## src/rtl/vpBridgePkg.sv

```systemverilog
package vpBridgePkg;
  localparam int REG_W  = 16;  // target register width
  localparam int TGT_AW = 21;  // target address width
  localparam int SLOT_W = 8;   // window slot index width
  localparam int SET_W  = TGT_AW - SLOT_W; // page number width

  typedef struct packed {
    logic rfWrite;  // aligned write to a register-file slot
    logic vpWrite;  // aligned write to the page register
    logic vpSel;    // current offset addresses the page register
    logic slvErr;   // misaligned access in access phase
  } ctlStrobes_t;
endpackage

```

## src/rtl/vpCtrl.sv

```systemverilog
module vpCtrl
  import vpBridgePkg::*;
#(
  parameter int STRIDE_BYTES = 2,
  parameter bit INDIRECT     = 1'b1,
  parameter int PADDR_W      = 32
) (
  input  logic               psel,
  input  logic               penable,
  input  logic               pwrite,
  input  logic [PADDR_W-1:0] paddr,
  output ctlStrobes_t        strb
);
  localparam int SHIFT = (STRIDE_BYTES == 4) ? 2 : 1;

  logic accessPhase;
  logic misaligned;
  logic vpHit;
  logic unusedAddr;

  assign accessPhase = psel & penable;
  assign misaligned  = |paddr[SHIFT-1:0];
  assign unusedAddr  = ^paddr;

  generate
    if (INDIRECT) begin : g_paged
      assign vpHit = &paddr[SHIFT +: SLOT_W];
    end else begin : g_flat
      assign vpHit = 1'b0;
    end
  endgenerate

  always_comb begin
    strb.slvErr  = accessPhase & misaligned;
    strb.vpSel   = vpHit & ~misaligned;
    strb.vpWrite = accessPhase & pwrite & ~misaligned & vpHit;
    strb.rfWrite = accessPhase & pwrite & ~misaligned & ~vpHit;
  end
endmodule

```

## src/rtl/vpDatapath.sv

```systemverilog
module vpDatapath
  import vpBridgePkg::*;
#(
  parameter int STRIDE_BYTES = 2,
  parameter bit INDIRECT     = 1'b1,
  parameter int PADDR_W      = 32,
  parameter int BUS_W        = 16
) (
  input  logic               clk,
  input  logic               rstN,
  input  ctlStrobes_t        strb,
  input  logic [PADDR_W-1:0] paddr,
  input  logic [BUS_W-1:0]   pwdata,
  input  logic [REG_W-1:0]   rfRdata,
  output logic [TGT_AW-1:0]  rfAddr,
  output logic [REG_W-1:0]   rfWdata,
  output logic               rfWe,
  output logic [BUS_W-1:0]   prdata
);
  localparam int SHIFT = (STRIDE_BYTES == 4) ? 2 : 1;

  logic [SET_W-1:0] viewport;
  logic [REG_W-1:0] regVal;
  logic             unusedBits;

  always_ff @(posedge clk or negedge rstN) begin
    if (!rstN)             viewport <= '0;
    else if (strb.vpWrite) viewport <= pwdata[SET_W-1:0];
  end

  generate
    if (INDIRECT) begin : g_paged
      assign rfAddr = {viewport, paddr[SHIFT +: SLOT_W]};
    end else begin : g_flat
      assign rfAddr = paddr[SHIFT +: TGT_AW];
    end
  endgenerate

  always_comb regVal = strb.vpSel ? REG_W'(viewport) : rfRdata;

  always_comb begin
    prdata = '0;
    if (!strb.slvErr) prdata[REG_W-1:0] = regVal;
  end

  assign rfWdata    = pwdata[REG_W-1:0];
  assign rfWe       = strb.rfWrite;
  assign unusedBits = ^{paddr, pwdata};
endmodule

```

## src/rtl/vpBridge.sv

```systemverilog
module vpBridge
  import vpBridgePkg::*;
#(
  parameter int STRIDE_BYTES = 2,
  parameter bit INDIRECT     = 1'b1,
  parameter int PADDR_W      = 32,
  parameter int BUS_W        = 8 * STRIDE_BYTES
) (
  input  logic               pclk,
  input  logic               presetn,
  input  logic               psel,
  input  logic               penable,
  input  logic               pwrite,
  input  logic [PADDR_W-1:0] paddr,
  input  logic [BUS_W-1:0]   pwdata,
  output logic [BUS_W-1:0]   prdata,
  output logic               pready,
  output logic               pslverr,
  output logic [20:0]        rfAddr,
  output logic [15:0]        rfWdata,
  output logic               rfWe,
  input  logic [15:0]        rfRdata
);
  ctlStrobes_t strb;

  vpCtrl #(
    .STRIDE_BYTES(STRIDE_BYTES), .INDIRECT(INDIRECT), .PADDR_W(PADDR_W)
  ) u_ctrl (
    .psel(psel), .penable(penable), .pwrite(pwrite), .paddr(paddr), .strb(strb)
  );

  vpDatapath #(
    .STRIDE_BYTES(STRIDE_BYTES), .INDIRECT(INDIRECT),
    .PADDR_W(PADDR_W), .BUS_W(BUS_W)
  ) u_dp (
    .clk(pclk), .rstN(presetn), .strb(strb), .paddr(paddr), .pwdata(pwdata),
    .rfRdata(rfRdata), .rfAddr(rfAddr), .rfWdata(rfWdata), .rfWe(rfWe),
    .prdata(prdata)
  );

  assign pready  = 1'b1;
  assign pslverr = strb.slvErr;
endmodule

```

## config.mk

```make
export PLATFORM = sky130hd
export DESIGN_NAME = vpBridge
export DESIGN_NICKNAME = d
export VERILOG_FILES = /design/src/rtl/vpBridgePkg.sv /design/src/rtl/vpCtrl.sv /design/src/rtl/vpDatapath.sv /design/src/rtl/vpBridge.sv
export SDC_FILE = /design/constraint.sdc
export NUM_CORES = 1
export LEC_CHECK = 0
export BUFFER_PORTS_ARGS = -buffer_cell sky130_fd_sc_hd__buf_2
export CORE_AREA = 3 3 61 63
export CTS_BUF_LIST = sky130_fd_sc_hd__clkbuf_16
export DETAILED_ROUTE_END_ITERATION = 16
export DIE_AREA = 0 0 64 66
export PLACE_DENSITY = 0.84
export SYNTH_ARGS = -nofsm -noshare
export SYNTH_HDL_FRONTEND = slang
export SYNTH_SLANG_ARGS = --single-unit
```

## constraint.sdc

```tcl
create_clock -name pclk -period 2.5 [get_ports pclk]
set_input_delay 0.125 -clock pclk [delete_from_list [all_inputs] [get_ports pclk]]
set_output_delay 0.125 -clock pclk [all_outputs]
set_load 0.1 [all_outputs]
```

**Word-level counts from Yosys, hierarchy flattened**

Cells that the tools add are included.

- Register bits after elaboration: 13
- Input bits: 69
- Output and inout bits: 56
- Logic and storage cells: 13

- Mux-type cells: 2
- Bitwise logic cells: 9
- Reduce and logical (&&, ||, !) cells: 1

Operators by type and width:

| cell | count |
|---|---|
| 16-bit 2-to-1 mux | 2 |
| 8-bit AND reduction | 1 |
| 1-bit bitwise AND | 7 |
| 1-bit NOT | 2 |

**Depth between registers and ports, before layout**

- Depth after elaboration: 4
- Gate-level depth with buffers: 4
- Mapped depth without buffers: 3

**Hierarchy**

A second synthesis with hierarchy kept.

- Cell total of the unflattened synthesis: 94
- Area, all modules: 1014.7 µm²

Modules (own cells, without submodules):

| module | instances | cells an instance | area each (µm²) | sequential area each (µm²) |
|---|---|---|---|---|
| vpDatapath | 1 | 85 | 939.7 | 325.3 |
| vpCtrl | 1 | 7 | 63.8 | 0.0 |
| vpBridge | 1 | 2 | 11.3 | 0.0 |

**Least setup slack after synthesis**

Ideal clock, no wire load.

- Kind: reg-to-output
- From: reg u_dp.viewport[3]
- To: out prdata[3]
- Arrival time: 4.532 ns
- Data required time: 2.375 ns
- Setup slack: -2.157 ns
- Stages on the path, launching flop included: 3
- Buffers on the path: 0
- Path through: dfrtp_1 -> inv_1 -> o311ai_0

- Word-level cells in the longest chain between the ends: 2

Ends and longest elaborated chain:

| item | line | text |
|---|---|---|
| from (decl) | vpDatapath.sv:22 | `logic [SET_W-1:0] viewport;` |
| from (signal assigned) | vpDatapath.sv:28 | `else if (strb.vpWrite) viewport <= pwdata[SET_W-1:0];` |
| 16-bit 2-to-1 mux | vpDatapath.sv:39 | `always_comb regVal = strb.vpSel ? REG_W'(viewport) : rfRdata;` |
| 16-bit 2-to-1 mux | vpDatapath.sv:43 | `if (!strb.slvErr) prdata[REG_W-1:0] = regVal;` |
| to (decl) | vpBridge.sv:16 | `output logic [BUS_W-1:0] prdata,` |

No other way between the ends.

**Worst setup path after layout**

- From: in paddr[7]
- To: out prdata[3]

- Word-level cells in the longest chain between the ends: 4

Ends and longest elaborated chain:

| item | line | text |
|---|---|---|
| from (decl) | vpBridge.sv:14 | `input logic [PADDR_W-1:0] paddr,` |
| 8-bit AND reduction | vpCtrl.sv:27 | `assign vpHit = &paddr[SHIFT +: SLOT_W];` |
| 1-bit bitwise AND | vpCtrl.sv:35 | `strb.vpSel = vpHit & ~misaligned;` |
| 16-bit 2-to-1 mux | vpDatapath.sv:39 |  |
| 16-bit 2-to-1 mux | vpDatapath.sv:43 |  |

No other way between the ends.

==> out/qor.yml <==
placement:
  portBuffers: 94
  place.gp.congestion: 0.673
  place_inst: 247
  place_ws_ns: 0.815
  dp_hpwl_microns: 2980
pwr:
  ir_drop_mv: 0.374
  powerDensity_nw_per_um2: 518
  leakage_nw: 1.11
  total_power_mw: 1.06
layout:
  area.growth.synth_to_final_pct: 65.2
  sequential_cell_area_sq_um: 325
  final_core_util: 0.625
  antenna_cells: 0
  num-nets-final: 276
  final-instance-count-excl-fill: 252
  nFillCells: 256
  largest_reg_flops: 13
  top_regs: "u_dp.viewport: 13 flops"
  regMostFlops: "u_dp.viewport"
  multi_input_area_sq_um: 840
  drive_above_1_share: 0.631
critical_path:
  critPathLaunchType: "input port"
  cp-end-kind: "primary output"
  criticalPathCategory: "in -> out"
  path_max_fanout: 18
  cp.required_ns: 2.38
  r2r_slack_ns: 1.69
  crit_arrival_ns: 1.55
route:
  via_count: 1221
  first_pass_iters: 4
  ant_nets: 0
  drc: 0
  first_iter_violations: 53
  drt-total-wl_microns: 3750
  via_per_inst: 4.85
  wire_per_inst_microns: 14.9
timing:
  fmax_mhz: 597
  finalSetupViolations: 0
  fin_skew_ns: 0
  report.final.slew_viol_count: 0
  tns_ns: 0
  period_minus_slack_ns: 1.68
  finalHoldViolCount: 0
  rsz0062_at_grt: "no"
  setup_slack_ns: 0.824
  finalCritPeriodShare: 0.670
cts:
  htreeDepth: 1
  clock_latency_ns: 0.23
  clkSinkCount: 13
  cts_tree: "done"
  max-clock-path-buffers: 2
  cts_buffers: 3
  cts_root_buf: "clkbuf_16"
  clkSlewWorstSetupHoldPaths_ns: 0.04
synth:
  synth.area.top_cells: "dfrtp_1, buf_4, mux2_4"
  synth_common_cells: "buf_4, inv_1, nor2b_1"
  post_synth_num_cell_types: 22
  syn_avg_cell_area_sq_um: 9.07
  ys_warn_count: 0
  yosys_register_bits: 13
  synth_top_area_share: 0.262
  synth_async_sr_flop_share: 1.00
  synth_edf_count: 0
  netlist_area_sq_um: 1240
  ys.flop_type: "dfrtp_1"
  synth_most_common_cell: "buf_4"
  ys_seq_area_frac: 0.262
  synth_cells: 137
  synth.largest_area_cell: "dfrtp_1"
  synth_nets: 206
grt:
  grt_pass1_vias: 1285
  grt.total_usage: 0.175
  overflow: 0
  grt_pass1_wl_microns: 5800
  grt_max_degree: 21
  antenna_found_initial: 0
floorplan:
  core-area_sq_um: 3280
  io_pins: 125
  dieWidth_microns: 64
  dieArea_sq_um: 4220
  row_count: 21
  dieHeight_microns: 66
  start_util: 0.378
run_status:
  outcome: "complete, no violations"
worst_hold_path:
  hold_path.class: "in -> reg"
job:
  drv_cap: 0
[layout make-up]
type                       instances  share of cell area
inverter                          14              0.0256
timing repair buffer              98               0.340
sequential                        13               0.159
clock inverter                     1             0.00183
multi-input combinational         77               0.409
clock buffer                       3              0.0366
tap                               46              0.0280
[logic make-up (layout without fill, tap and decap cells)]
family,after synthesis,after routing,share of synthesized area
mux,13,13,0.148
buf+inv,47,116,0.238
flops,13,13,0.262
compound gates,30,30,0.174
simple gates,33,33,0.175
other cells,1,1,0.00302
[metrics by stage]
stage / hold WS, ns / cell area [sq um]
6_report: 0.128 / 2050
3_3_place_gp: 0.0203 / 1960
4_1_cts: 0.127 / 2050
5_1_grt: 0.128 / 2050
2_1_floorplan: -0.171 / 1460
3_5_place_dp: 0.0238 / 1960
[critical path, cell delays in order]
cell      delay [ns]
buf_2           0.11
nand4_4         0.26
or2_4           0.48
o311ai_2        0.35
buf_12          0.22
[layer usage]
layer,track usage,up-vias,wire length [microns]
met1,0.181,580,1370
li1,-,587,-
met4,0.0674,0,43
met3,0.0255,4,190
met5,0,-,0
met2,0.347,50,2140
[placed cells by master (no fill, tap or decap), types with 2 or more instances in the layout]
| cell type | count |
|---|---|
| buf_2 | 81 |
| inv_1 | 15 |
| dfrtp_1 | 13 |
| o21ai_0 | 13 |
| nor2b_1 | 14 |
| mux2_4 | 10 |
| buf_4 | 3 |
| nand4_4 | 2 |
| clkbuf_16 | 3 |
| nand2_1 | 13 |
| o311ai_4 | 12 |
| buf_12 | 13 |
| o311a_1 | 3 |
| mux2_2 | 3 |
[power breakdown]
group / total (mW) / internal [mW] / switching (mW) / leakage, nW
Combinational: 0.558 / 0.150 / 0.408 / 0.882
Sequential: 0.214 / 0.213 / 0.00143 / 0.181
Clock: 0.290 / 0.210 / 0.0801 / 0.0423
[repair_timing]
action / CTS / global route
hold endpoints to repair: 13 / 0
gates resized for setup: 0 / 0
setup buffers: 0 / 0
hold buffers: 1 / 0
[worst paths after layout]
kind | cells after the start | endpoint | start
worst max register to register | 1 | u_dp.viewport[7]$_DFFE_PN0P_ | u_dp.viewport[7]$_DFFE_PN0P_
max in group asynchronous | 2 | u_dp.viewport[12]$_DFFE_PN0P_ | presetn
min in group asynchronous | 2 | u_dp.viewport[4]$_DFFE_PN0P_ | presetn
worst min-delay path | 2 | u_dp.viewport[5]$_DFFE_PN0P_ | pwdata[5]
worst max-delay path | 5 | prdata[3] | paddr[7]
worst min register to register | 1 | u_dp.viewport[0]$_DFFE_PN0P_ | u_dp.viewport[0]$_DFFE_PN0P_
No activity file was read; power rests on OpenSTA's default activity.
